`src/rtl/smp_trig_pkg.sv`:
```
package smp_trig_pkg;

    typedef enum logic [1:0] {
        SRC_SW_A  = 2'b00,
        SRC_SW_B  = 2'b01,
        SRC_PIN   = 2'b10,
        SRC_PACER = 2'b11
    } src_sel_e;

    typedef struct packed {
        logic rise;
        logic fall;
    } edge_t;

    function automatic edge_t edge_of(input logic cur, input logic prev);
        edge_t e;
        e.rise = cur & ~prev;
        e.fall = ~cur & prev;
        return e;
    endfunction

    function automatic logic is_soft(input src_sel_e s);
        return (s == SRC_SW_A) || (s == SRC_SW_B);
    endfunction

endpackage

```
`src/rtl/smp_edge_sync.sv`:
```
module smp_edge_sync
    import smp_trig_pkg::*;
#(
    parameter int STAGES = 2
) (
    input  logic  clk,
    input  logic  rst,
    input  logic  raw,
    output edge_t edges
);
    logic [STAGES-1:0] chain;
    logic              hist;

    generate
        if (STAGES < 2) begin : g_bad
            initial $error("smp_edge_sync needs at least two stages");
        end
    endgenerate

    always_ff @(posedge clk) begin
        if (rst) begin
            chain <= '0;
            hist  <= 1'b0;
        end else begin
            chain <= {chain[STAGES-2:0], raw};
            hist  <= chain[STAGES-1];
        end
    end

    assign edges = edge_of(chain[STAGES-1], hist);
endmodule

```
`src/rtl/smp_src_mux.sv`:
```
module smp_src_mux
    import smp_trig_pkg::*;
(
    input  src_sel_e sel,
    input  logic     pin_fall,
    input  logic     sw,
    input  edge_t    pin_e,
    input  edge_t    pacer_e,
    output logic     fire
);
    always_comb begin
        fire = 1'b0;
        if (is_soft(sel)) begin
            fire = sw;
        end else if (sel == SRC_PIN) begin
            fire = pin_fall ? pin_e.fall : pin_e.rise;
        end else begin
            fire = pacer_e.rise;
        end
    end
endmodule

```
`src/rtl/smp_gate.sv`:
```
module smp_gate #(
    parameter int DW = 8
) (
    input  logic          clk,
    input  logic          rst,
    input  logic          tc,
    input  logic          compat,
    input  logic          wr_en,
    input  logic [DW-1:0] wr_data,
    output logic          closed
);
    logic set_req;
    logic clr_req;

    assign set_req = tc & compat;
    assign clr_req = wr_en & (wr_data == '0);

    always_ff @(posedge clk) begin
        if (rst) begin
            closed <= 1'b0;
        end else if (set_req) begin
            closed <= 1'b1;
        end else if (clr_req) begin
            closed <= 1'b0;
        end
    end
endmodule

```
`src/rtl/smp_trig_sel.sv`:
```
module smp_trig_sel
    import smp_trig_pkg::*;
#(
    parameter int SYNC_STAGES = 2,
    parameter int WR_W        = 8
) (
    input  logic            clk,
    input  logic            rst,
    input  logic [1:0]      src_sel,
    input  logic            din_fall_sel,
    input  logic            sw_strobe,
    input  logic            din_raw,
    input  logic            pacer_raw,
    input  logic            dma_tc,
    input  logic            tc_irq_en,
    input  logic            compat_mode,
    input  logic            gate_wr_en,
    input  logic [WR_W-1:0] gate_wr_data,
    output logic            conv_start,
    output logic            gate_closed,
    output logic            tc_irq
);
    edge_t pin_e;
    edge_t pacer_e;
    logic  fire;

    smp_edge_sync #(.STAGES(SYNC_STAGES)) u_pin_sync (
        .clk   (clk),
        .rst   (rst),
        .raw   (din_raw),
        .edges (pin_e)
    );

    smp_edge_sync #(.STAGES(SYNC_STAGES)) u_pacer_sync (
        .clk   (clk),
        .rst   (rst),
        .raw   (pacer_raw),
        .edges (pacer_e)
    );

    smp_src_mux u_mux (
        .sel      (src_sel_e'(src_sel)),
        .pin_fall (din_fall_sel),
        .sw       (sw_strobe),
        .pin_e    (pin_e),
        .pacer_e  (pacer_e),
        .fire     (fire)
    );

    smp_gate #(.DW(WR_W)) u_gate (
        .clk     (clk),
        .rst     (rst),
        .tc      (dma_tc),
        .compat  (compat_mode),
        .wr_en   (gate_wr_en),
        .wr_data (gate_wr_data),
        .closed  (gate_closed)
    );

    always_ff @(posedge clk) begin
        if (rst) begin
            conv_start <= 1'b0;
            tc_irq     <= 1'b0;
        end else begin
            conv_start <= fire & ~gate_closed;
            tc_irq     <= dma_tc & tc_irq_en;
        end
    end
endmodule

```
`config.mk`:
```
export PLATFORM = sky130hd
export DESIGN_NAME = smp_trig_sel
export DESIGN_NICKNAME = d
export VERILOG_FILES = /design/src/rtl/smp_trig_pkg.sv /design/src/rtl/smp_edge_sync.sv /design/src/rtl/smp_src_mux.sv /design/src/rtl/smp_gate.sv /design/src/rtl/smp_trig_sel.sv
export SDC_FILE = /design/constraint.sdc
export NUM_CORES = 1
export LEC_CHECK = 0
export BUFFER_PORTS_ARGS = -buffer_cell sky130_fd_sc_hd__buf_2
export CAP_MARGIN = 15
export CORE_AREA = 5 5 42 44
export DETAILED_ROUTE_END_ITERATION = 12
export DIE_AREA = 0 0 47 49
export PLACE_DENSITY_LB_ADDON = 0.08
export SLEW_MARGIN = 10
export SYNTH_ARGS = -nofsm -noshare
export SYNTH_HDL_FRONTEND = slang
export SYNTH_SLANG_ARGS = --single-unit
```
`constraint.sdc`:
```
create_clock -name clk -period 3.3 [get_ports clk]
set_clock_uncertainty 0.1 [all_clocks]
set_input_delay 0.33 -clock clk [delete_from_list [all_inputs] [get_ports clk]]
set_output_delay 0.33 -clock clk [all_outputs]
set_load 0.05 [all_outputs]
```
==> flow_summary.toml, run 1 <==
[run_status]
outcome = "completed"

[logic_synthesis]
syn_area_um2 = 319
synth.distinct_cells = 13
yosysSeqAreaShare_pct = 56.5
yosys_warnings = 0
syn_nets = 48
ys_seq_elements = 9
syn_inst = 28
syn_avg_cell_area_um2 = 11.4

[placement]
gp_congestion = 0.650
dp_cells = 66
io_buffers = 22
place_ws_ps = 1950

[critical_path]
cp_num_buf_inv = 1
startpoint = "u_gate.closed$_SDFFE_PP0P_"
crit_fanout = 3
arrival_ps = 910
r2r-start = "u_pin_sync.hist$_SDFF_PP0_"
cp_cell_sequence = "buf_2"
critPathKind = "reg -> out"
worst_setup_path_end_kind = "output pin"
cp_slowest_stage_delay_ps = 370
cp.required_ps = 2870
critPathTopFamily = "flip-flops"
startpoint_type = "register"
crit_slowest_cell = "dfxtp_1"

[sta]
slew_headroom_pct = 80.5
rsz0062_at_grt = "false"
timing.final.crit_share_pct = 40.6
setup_viol = 0
setup_ws_ps = 1960
fin_crit_ps = 1340
fmax_mhz = 747
setup_tns_ps = 0
drv_slew = 0
worst_pin_slew_ps = 290
final-hold-violation-count = 0

[clock_tree]
cts_hold_buffers = 0
cts-htree-levels = 1
root_buffer = "clkbuf_4"
post_cts_resized = 0
clk_pin_slew_ps = 60
cts_tree = "done"
numCtsBuffers = 3
cts_sinks = 9
cts_buffer_depth = 2
clk_latency_ps = 250
cts_setup_buffers = 0

[power]
p_int_w = 0.000174
powerDensity_nw_per_um2 = 479
p_sw_w = 0.0000534
clkPwrFrac_pct = 35.8
power.share.sequential_pct = 50.8
leakage_nw = 0.213
power.share.switching_pct = 23.5
peakVddDrop_mv = 0.201
pwr-share-comb_pct = 13.5

[min_path]
hold_path_class = "in -> reg"
hp-start = "src_sel[1]"

[detailed_routing]
drt_iter0_markers = 2
drt_first_pass_iters = 2
wl_per_cell_um = 10.3
viasPerCell = 4.23
vias = 296
wirelength_um = 720
ant_nets = 0
drcViolationCount = 0

[floorplanning]
die_y_um = 49
num_rows = 14
core_area_um2 = 1400
die_w_um = 47
pin_count = 23
dieArea_um2 = 2300
start_util_pct = 22.8

[finish]
num-fill-cells = 171
diodes = 0
drive_gt1_share_pct = 51.9
nNetsFinal = 75
layout.cells.non_filler = 70
area_growth_pct = 49.0
postLayoutCoreUtil_pct = 33.9

[grt]
overflow = 0
antenna_found_initial = 0
grt_max_degree = 10
grt_first_pass_wirelength_mm = 1.20
grt_pass1_vias = 330
grtUsageTotal_pct = 7.26

[flow_run]
maxCapViolations = 0
[layout by cell type, fill, tap and decap left out]
master      n
buf_2      22
dfxtp_1     9
nor2b_1     6
clkbuf_4    3
a311oi_1    2
nor2_1      2
inv_1       1
nor4b_2     1
and4bb_2    1
a2111oi_2   1
nand2_1     1
nor4b_1     1
a211oi_1    1
nor3_1      1
a21oi_1     1
clkbuf_1    1
[synthesized netlist by cell type]
cell type	count	share of area [%]
nor4b_2	1	4.7
a211oi_1	1	2.4
a2111oi_2	1	4.7
nor4b_1	1	2.7
nor2b_1	6	12
nor3_1	1	1.6
nor2_1	2	2.4
nand2_1	1	1.2
and4bb_2	1	3.9
a311oi_1	2	5.5
inv_1	1	1.2
dfxtp_1	9	56
a21oi_1	1	1.6
[cells by family after synthesis]
group                  share of synthesized area [%]
AO/OA/AOI/OAI                                   14.1
buffers and inverters                           1.18
flip-flops                                      56.5
AND/OR/NAND/NOR                                 28.2
[final cells by class]
class                   count  area, um2  share of cell area, %
clock buffers               4       26.3                   5.53
inverters                   1       3.75                  0.789
multi-input cells          18        135                   28.4
flip-flops and latches      9        180                   37.9
well taps                  16       20.0                   4.21
repair buffers             22        110                   23.2
[final timing paths]
kind,end,slack (ps),cells past startpoint
setup / recovery,gate_closed,1960,1
hold / removal,conv_start$_SDFF_PP0_,180,2
setup reg to reg,conv_start$_SDFF_PP0_,2080,3
hold reg to reg,u_pin_sync.chain[1]$_SDFF_PP0_,330,1
[sequential cells by signal, summed over array words and instances, names as in the netlist]
signal and flops:
u_pacer_sync.chain 2, u_pin_sync.chain 2, conv_start 1, tc_irq 1, u_gate.closed 1, u_pacer_sync.hist 1
u_pin_sync.hist 1
[power groups by stage]
stage                logic (W)  registers (W)  clock network, W
floorplan           0.00000703       0.000125                 0
global placement     0.0000300       0.000118                 0
detailed placement   0.0000309       0.000118                 0
CTS                  0.0000311       0.000116         0.0000854
global route         0.0000336       0.000116         0.0000918
finish               0.0000306       0.000116         0.0000815
[stage by stage]
step           area [um2]  total power (W)  hold WS (ps)
2_1_floorplan         319         0.000132           302
6_report              475         0.000228           178
4_1_cts               475         0.000232           175
5_1_grt               475         0.000242           182
3_3_place_gp          449         0.000148           321
3_5_place_dp          449         0.000149           320
[metal layers]
metal  vias to the layer above  wire [um]  global-route usage [%]  part of all wire [%]
met1                       133        286                    7.28                    40
met4                         0          0                    5.53                     0
met5                         -          0                       0                     0
met2                        10        383                    11.8                    53
li1                        153          -                       -                     -
met3                         0         50                    2.21                   6.9
(Power assumes the default switching activity.)
==> run 2: changes to the inputs <==
--- a/config.mk
+++ b/config.mk
@@ -5,6 +5,7 @@
 export SDC_FILE = /design/constraint.sdc
 export NUM_CORES = 1
 export LEC_CHECK = 0
+export ABC_AREA = 1
 export BUFFER_PORTS_ARGS = -buffer_cell sky130_fd_sc_hd__buf_2
 export CAP_MARGIN = 15
 export CORE_AREA = 5 5 42 44
==> constraint.sdc (replaced) <==
create_clock -name clk -period 1.3 [get_ports clk]
set_clock_uncertainty 0.1 [all_clocks]
set_input_delay 0.13 -clock clk [delete_from_list [all_inputs] [get_ports clk]]
set_output_delay 0.13 -clock clk [all_outputs]
set_load 0.05 [all_outputs]
==> flow_summary.toml, run 2 <==
[floorplanning]
num_rows = 14
start_util_pct = 27.2
pin_count = 23
die_w_um = 47
dieArea_um2 = 2300
die_y_um = 49
core_area_um2 = 1400

[critical_path]
cp_num_buf_inv = 1
cp_cell_sequence = "buf_2"
cp.required_ps = 1070
r2r-start = "u_pin_sync.chain[1]$_SDFF_PP0_"
crit_slowest_cell = "dfxtp_1"
startpoint_type = "register"
crit_fanout = 2
worst_setup_path_end_kind = "output pin"
cp_slowest_stage_delay_ps = 320
critPathTopFamily = "flip-flops"
r2r_cells = 5
critPathKind = "reg -> out"
arrival_ps = 840
r2r_end = "conv_start$_SDFF_PP0_"
ff2ff_setup_slack_ps = 500

[sta]
slew_headroom_pct = 83.3
final-hold-violation-count = 0
fmax_mhz = 936
rsz0062_at_grt = "false"
worst_pin_slew_ps = 253
fin_crit_ps = 1070
drv_slew = 0
fin_hold_ws_ps = 45.3
setup_viol = 0
timing.final.crit_share_pct = 82.2
setup_tns_ps = 0

[logic_synthesis]
yosys_warnings = 0
yosysTopAreaCell = "dfxtp_1"
synth_ff_type = "dfxtp_1"
synth.distinct_cells = 10
async_flop_share_pct = 0
synth_most_common_cell = "inv_1"
synth_common_cells = "inv_1 (16), nor2_1 (11), dfxtp_1 (9), nand2_1 (9), nand3_1 (5)"
syn_avg_cell_area_um2 = 6.94
syn_nets = 75
synth_edf_count = 0
ys_seq_elements = 9
yosys-top-cells-area = "dfxtp_1 (47%), inv_1 (16%), nor2_1 (11%), nand2_1 (8.9%), nand3_1 (6.6%)"
syn_inst = 55
synth_top_area_share_pct = 47.2
syn_area_um2 = 382
yosysSeqAreaShare_pct = 47.2

[clock_tree]
clk_pin_slew_ps = 60
cts_sinks = 9
cts_buffer_depth = 2
cts_tree = "done"
clk_latency_ps = 260
cts-htree-levels = 1
numCtsBuffers = 3
root_buffer = "clkbuf_4"

[detailed_routing]
vias = 391
ant_nets = 0
wirelength_um = 820
drt_first_pass_iters = 3
drt_iter0_markers = 4
wl_per_cell_um = 8.12
viasPerCell = 3.87
drcViolationCount = 0

[finish]
area_growth_pct = 51.1
drive_gt1_share_pct = 34.1
multi_input_area_um2 = 121
postLayoutCoreUtil_pct = 41.2
top_regs = "u_pacer_sync.chain x2, u_pin_sync.chain x2"
ff_latch_area_um2 = 180
nNetsFinal = 106
num-fill-cells = 174
mostFrequentLayoutCells = "buf_2 (22), inv_1 (16), nor2_1 (11)"
diodes = 0
final_common_cell = "buf_2"

[grt]
grt_first_pass_wirelength_mm = 1.35
antenna_found_initial = 0
grtUsageTotal_pct = 8.76
grt_max_degree = 10
grt_pass1_vias = 350
overflow = 0

[min_path]
hold_path_end = "conv_start$_SDFF_PP0_"
min_path_cells = 4
hold_path_class = "in -> reg"
hp-start = "src_sel[0]"

[placement]
io_buffers = 22
dp.final_hpwl_um = 610
gp_congestion = 0.598

[power]
powerDensity_nw_per_um2 = 1050
leakage_nw = 0.328
peakVddDrop_mv = 0.555

[flow_run]
maxCapViolations = 0

[run_status]
outcome = "completed"
## run 2: cell types whose count changed in the layout (fill, tap and decap cells not counted), sizes merged, moves of 2 or more
cell,before,now
nor2,2,11
nand3,0,5
a311oi,2,0
inv,1,17
nor4b,2,0
nor2b,6,0
dlygate4sd3,0,5
nand2,1,9
## run 2: worst max path at each step
stage                                         startpoint                    endpoint  slack (ps)  cells past startpoint
after floorplan               u_gate.closed$_SDFFE_PP0P_  u_gate.closed$_SDFFE_PP0P_         220                      4
after global placement    u_pin_sync.chain[1]$_SDFF_PP0_       conv_start$_SDFF_PP0_         500                      5
after detailed placement  u_pin_sync.chain[1]$_SDFF_PP0_       conv_start$_SDFF_PP0_         500                      5
after CTS                     u_gate.closed$_SDFFE_PP0P_                 gate_closed         200                      1
after global routing          u_gate.closed$_SDFFE_PP0P_                 gate_closed         170                      1
final                         u_gate.closed$_SDFFE_PP0P_                 gate_closed         230                      1
## run 2: final cells by class
cell class / count / share of cell area, %
Timing Repair Buffer: 27 / 27.8
Sequential cell: 9 / 31.2
Tap cell: 16 / 3.47
Clock buffer: 4 / 4.56
Multi-Input combinational cell: 27 / 21.0
Inverter: 18 / 11.9
## run 2: metrics by stage
step           power, W  area (um2)  setup slack [ps]  instances
6_report       0.000605         577               232        101
5_1_grt        0.000659         577               169        101
4_1_cts        0.000625         577               205        101
3_5_place_dp   0.000391         500               500         92
3_3_place_gp   0.000390         500               496         92
2_1_floorplan  0.000354         382               221         55
## run 2: cell families (layout without fill, tap and decap cells)
family                 after synthesis  in the layout  synth area share [%]
AND/OR/NAND/NOR                     25             25                  26.2
AO/OA/AOI/OAI                        2              2                  5.57
buffers and inverters               19             49                  21.0
flip-flops                           9              9                  47.2
## run 2: per-layer routing
metal	GRT usage (%)	vias up	share of wire, %
li1	-	215	-
met1	8.43	160	38
met2	12.2	14	48
met3	4.06	2	13
met4	9.68	0	1.2
met5	0	-	0
## run 2: report_power, final
| part | internal (W) | switching [W] | total (W) |
|---|---|---|---|
| combinational | 0.0000471 | 0.0000543 | 0.000101 |
| clock | 0.000118 | 0.0000924 | 0.000210 |
| sequential | 0.000289 | 0.00000441 | 0.000294 |
## run 2: what timing repair did
action | in CTS | in global routing
hold endpoints to repair | 4 | 0
resized for setup | 0 | 0
setup buffers | 0 | 0
hold buffers | 5 | 0
